### src/rtl/csi_adder3.sv
module csi_adder3 #(
  parameter int N = 8
) (
  input  logic [N-1:0] op_a,
  input  logic [N-1:0] op_b,
  input  logic [N-1:0] op_c,
  output logic [N+1:0] total
);
  localparam int SW = 4;
  localparam int NB = N / SW;

  logic [N-1:0]  row_s;
  logic [N-1:0]  row_c;
  logic [N:0]    row_cs;
  logic [N-1:0]  low_res;
  logic [NB-1:0] part_co;
  logic [NB-1:0] inc_co;
  logic [NB-1:0] blk_co;

  assign row_s  = op_a ^ op_b ^ op_c;
  assign row_c  = (op_a & op_b) | (op_a & op_c) | (op_b & op_c);
  assign row_cs = {row_c, 1'b0};

  always_comb begin
    logic       cy;
    logic       t;
    logic       up;
    logic [SW-1:0] ps;
    up      = 1'b0;
    low_res = '0;
    part_co = '0;
    inc_co  = '0;
    blk_co  = '0;
    for (int k = 0; k < NB; k++) begin
      cy = 1'b0;
      ps = '0;
      for (int i = 0; i < SW; i++) begin
        if (k == 0 && i == 0) begin
          ps[i] = row_s[0];
          cy    = 1'b0;
        end else begin
          ps[i] = row_s[k*SW+i] ^ row_cs[k*SW+i] ^ cy;
          cy    = (row_s[k*SW+i] & row_cs[k*SW+i]) |
                  (cy & (row_s[k*SW+i] ^ row_cs[k*SW+i]));
        end
      end
      part_co[k] = cy;
      t = (k == 0) ? 1'b0 : up;
      for (int i = 0; i < SW; i++) begin
        low_res[k*SW+i] = ps[i] ^ t;
        t = ps[i] & t;
      end
      inc_co[k] = t;
      up        = cy | t;
      blk_co[k] = up;
    end
  end

  assign total = {row_cs[N] & blk_co[NB-1], row_cs[N] ^ blk_co[NB-1], low_res};

endmodule

### config.mk
export PLATFORM = sky130hd
export DESIGN_NAME = csi_adder3
export DESIGN_NICKNAME = d
export VERILOG_FILES = /design/src/rtl/csi_adder3.sv
export SDC_FILE = /design/constraint.sdc
export NUM_CORES = 1
export LEC_CHECK = 0
export ABC_AREA = 1
export BUFFER_PORTS_ARGS = -buffer_cell sky130_fd_sc_hd__buf_2
export CAP_MARGIN = 20
export CORE_AREA = 5 5 42 44
export DETAILED_ROUTE_END_ITERATION = 6
export DIE_AREA = 0 0 47 49
export PLACE_DENSITY = 0.66
export SYNTH_ARGS = -nofsm -noshare
export SYNTH_HDL_FRONTEND = slang
export SYNTH_SLANG_ARGS = --single-unit
### constraint.sdc
create_clock -name vclk -period 7.9
set_input_delay 0.79 -clock vclk [all_inputs]
set_output_delay 0.79 -clock vclk [all_outputs]
set_load 0.01 [all_outputs]
-- Yosys cells after proc, flatten, opt, wreduce, memory -nomap -nowiden
Cells that the tools add are included.
- register bits after elaboration: 0
- bits in latches: 0
- RAM bits: 0
- memory bits (read-only): 0
- input port bits: 24
- output and inout bits: 10
- logic and storage cells: 47
- memories: 0
- add/subtract/negate cells: 0
- multiply operators: 0
- div/mod/pow operators: 0
- magnitude comparators: 0
- equal/unequal tests: 0
- shift operators: 0
- multiplexer cells: 0
- bitwise logic cells: 47
- reductions and logical operators: 0
- operator list (operator ; count):
    $and 8x8->8 ; 3
    $and 1x1->1 ; 17
    $xor 1x1->1 ; 17
    $or 8x8->8 ; 2
    $xor 8x8->8 ; 2
    $or 1x1->1 ; 6

-- Depth between registers and ports, before layout
- depth after elaboration: 14
- gate-level depth with buffers: 13
- depth with buffers taken out: 13

-- Worst setup path after synthesis
Ideal clock, no wire load.
- path type: input to output
- from: input port op_a[1]
- to: output port total[8]
- arrival time: 3.282 ns
- data required time: 7.110 ns
- setup slack: 3.828 ns
- cell stages on the path: 11
- path buffers: 0
- cells stage by stage: fa_1 ha_1 fa_1 fa_1 ha_1 ha_1 ha_1 ha_1 inv_1 nand2_1 ha_1
- word-level cells in the longest chain between the ends: 14
- elaborated cells between the ends (all ways): 19
- those cells by class: 19 x bitwise
- ends and longest elaborated chain (element ; line ; RTL):
    start, declared ; 4 ; input logic [N-1:0] op_a,
    $and 8x8->8 ; 21 ; assign row_c = (op_a & op_b) | (op_a & op_c) | (op_b & op_c);
    $or 8x8->8 (2 in a row) ; 21 ;
    $xor 1x1->1 ; 44 ; (cy & (row_s[k*SW+i] ^ row_cs[k*SW+i]));
    $and 1x1->1 ; 44 ;
    $or 1x1->1 (*) ; 43 ; cy = (row_s[k*SW+i] & row_cs[k*SW+i]) |
    $and 1x1->1 (*) ; 44 ;
    $or 1x1->1 (*) ; 43 ;
    $and 1x1->1 (*) (4 in a row) ; 51 ; t = ps[i] & t;
    $or 1x1->1 (*) ; 54 ; up = cy | t;
    $xor 1x1->1 (*) ; 59 ; assign total = {row_cs[N] & blk_co[NB-1], row_cs[N] ^ blk_co[NB-1], low_res};
    end, declared ; 7 ; output logic [N+1:0] total
Every way passes the cells marked *; elsewhere a longest branch is shown, timed or not.

-- Final worst setup path
Ends and elaborated chain as after synthesis.

==> impl_metrics.toml <==
[sta]
finalCriticalPeriod_ps = 4390
fmax_mhz = 228
finalSetupViolations = 0
finalHoldViolCount = 0
tightest_slew_ps = 99.1
min_period_over_period_pct = 55.5
slew_viol_final = 0
worst_hold_slack_ps = 2040
fin_setup_tns_ps = 0
relSlewSlack_pct = 93.4
rsz0062_at_grt = "false"

[yosys]
synth-compound-area-share_pct = 0
syn_inst = 36
synth_top_family_by_area = "adder cells"
yosysTopAreaCellShare_pct = 63.8
yosys_warnings = 0
synth-seq-area-share_pct = 0
yosys.area.top_type = "fa_1"
synthAdderAreaFrac_pct = 85.3
synth-simple-area-share_pct = 0.920
synth_xor_area_share_pct = 0
synth_mux_area_share_pct = 0
synth_common_cells = "inv_1 (15), fa_1 (13), ha_1 (7), nand2_1 (1)"
synth_nets = 80
synth.area.top_cells = "fa_1 (64%), ha_1 (21%), inv_1 (14%), nand2_1 (0.92%)"
yosysMostFrequentCell = "inv_1"
synth.distinct_cells = 4
postSynthAreaPerCell_um2 = 11.3
syn_area_um2 = 408

[place]
placed_area_um2 = 598
place_hpwl_um = 867
place.gp.congestion = 0.633
portBuffers = 34

[drt]
routed_wl_um = 825
final_antenna_net_count = 0
avgRoutedWirePerCell_um = 9.59
num_vias = 361
drt-pass1-iter-count = 1
vias_per_cell = 4.20
drc = 0
drtIter0Drc = 0

[critical_path]
endpoint_kind = "output pin"
path_class = "input port to output pin"
cp_max_fo = 1
worst_ep_arrival_time_ps = 3600
startpoint_type = "input port"
required_ps = 7110

[final_layout]
fin_util_pct = 42.7
nClkBuffers = 0
layout-drive-gt1-share_pct = 48.6
fin_area_um2 = 598
area_growth_pct = 46.6
seq_area_um2 = 0
n_antenna_cell = 0
fin_nets = 116
seq_cells = 0

[power]
vdd_drop_max_uv = 46.9
net-switching-power_uw = 37.2
switching_share_pct = 53.5
power_density_nw_per_um2 = 116
p_clk_share_pct = 0
pwr-share-seq_pct = 0
p_comb_share_pct = 100.0
intPower_uw = 32.4
power_leakage_uw = 0.000364
p_total_uw = 69.6

[floorplan]
dieHeight_um = 49
dieArea_um2 = 2300
initial_core_util_pct = 29.1
core_um2 = 1400
io_pins = 34
num_rows = 14
die_w_um = 47

[clock_network]
ctsHoldBuffers = 0
cts_setup_buffers = 0
cts_resized = 0

[grt]
grt_pass1_vias = 437
grt_antenna_before_repair = 0
grt_first_pass_wirelength_um = 1450
gr-total-overflow = 0
track_usage_pct = 7.76
grt_max_degree = 2

[outcome]
status = "complete, no violations"

[worst_hold_path]
min_path_type = "input port to output pin"

[job]
drv_cap = 0
critical path, cell delays in order:
cell and delay, ps:
buf_2 110, fa_1 490, ha_1 230, fa_1 380
fa_1 380, ha_1 190, ha_1 180, ha_1 180
ha_1 170, inv_1 50, nand2_1 50, ha_1 260
buf_2 140
cells by family (layout without fill, tap and decap cells):
group,after synthesis,in the layout
simple gates,1,1
fa+ha+maj,20,20
buf+inv,15,49
area by class of cell:
class	instances	area (um2)
multi-input cells	21	352
repair buffers	34	170
fillers	151	803
well taps	16	20.0
inverters	15	56.3
stage by stage:
stage / setup slack, ps / instances
final: 3510 / 86
after global routing: 3390 / 86
after CTS: 3480 / 86
after detailed placement: 3490 / 86
after global placement: 3530 / 86
after floorplan: 3830 / 36
layer usage:
metal	vias up	part of all wire (%)	GRT usage, %
met3	0	15	1.11
met4	0	0	0
met2	27	52	16.1
li1	168	-	-
met1	166	32	7.95
met5	-	0	0
worst paths after layout:
| kind | start | to | slack (ps) | cells past startpoint |
|---|---|---|---|---|
| worst max-delay path | op_a[1] | total[8] | 3510 | 13 |
| worst min-delay path | op_c[0] | total[0] | 2040 | 5 |
cell usage in the layout, fill, tap and decap left out, drive strengths merged:
cell type  instances
nand2              1
buf               34
ha                 7
fa                13
inv               15
power groups by stage:
stage | Clock, uW | Combinational, uW | Sequential [uW]
CTS | 0 | 72.6 | 0
global route | 0 | 83.3 | 0
floorplan | 0 | 45.6 | 0
global placement | 0 | 70.3 | 0
detailed placement | 0 | 72.0 | 0
finish | 0 | 69.6 | 0
Power figures use the tool's default switching activity.
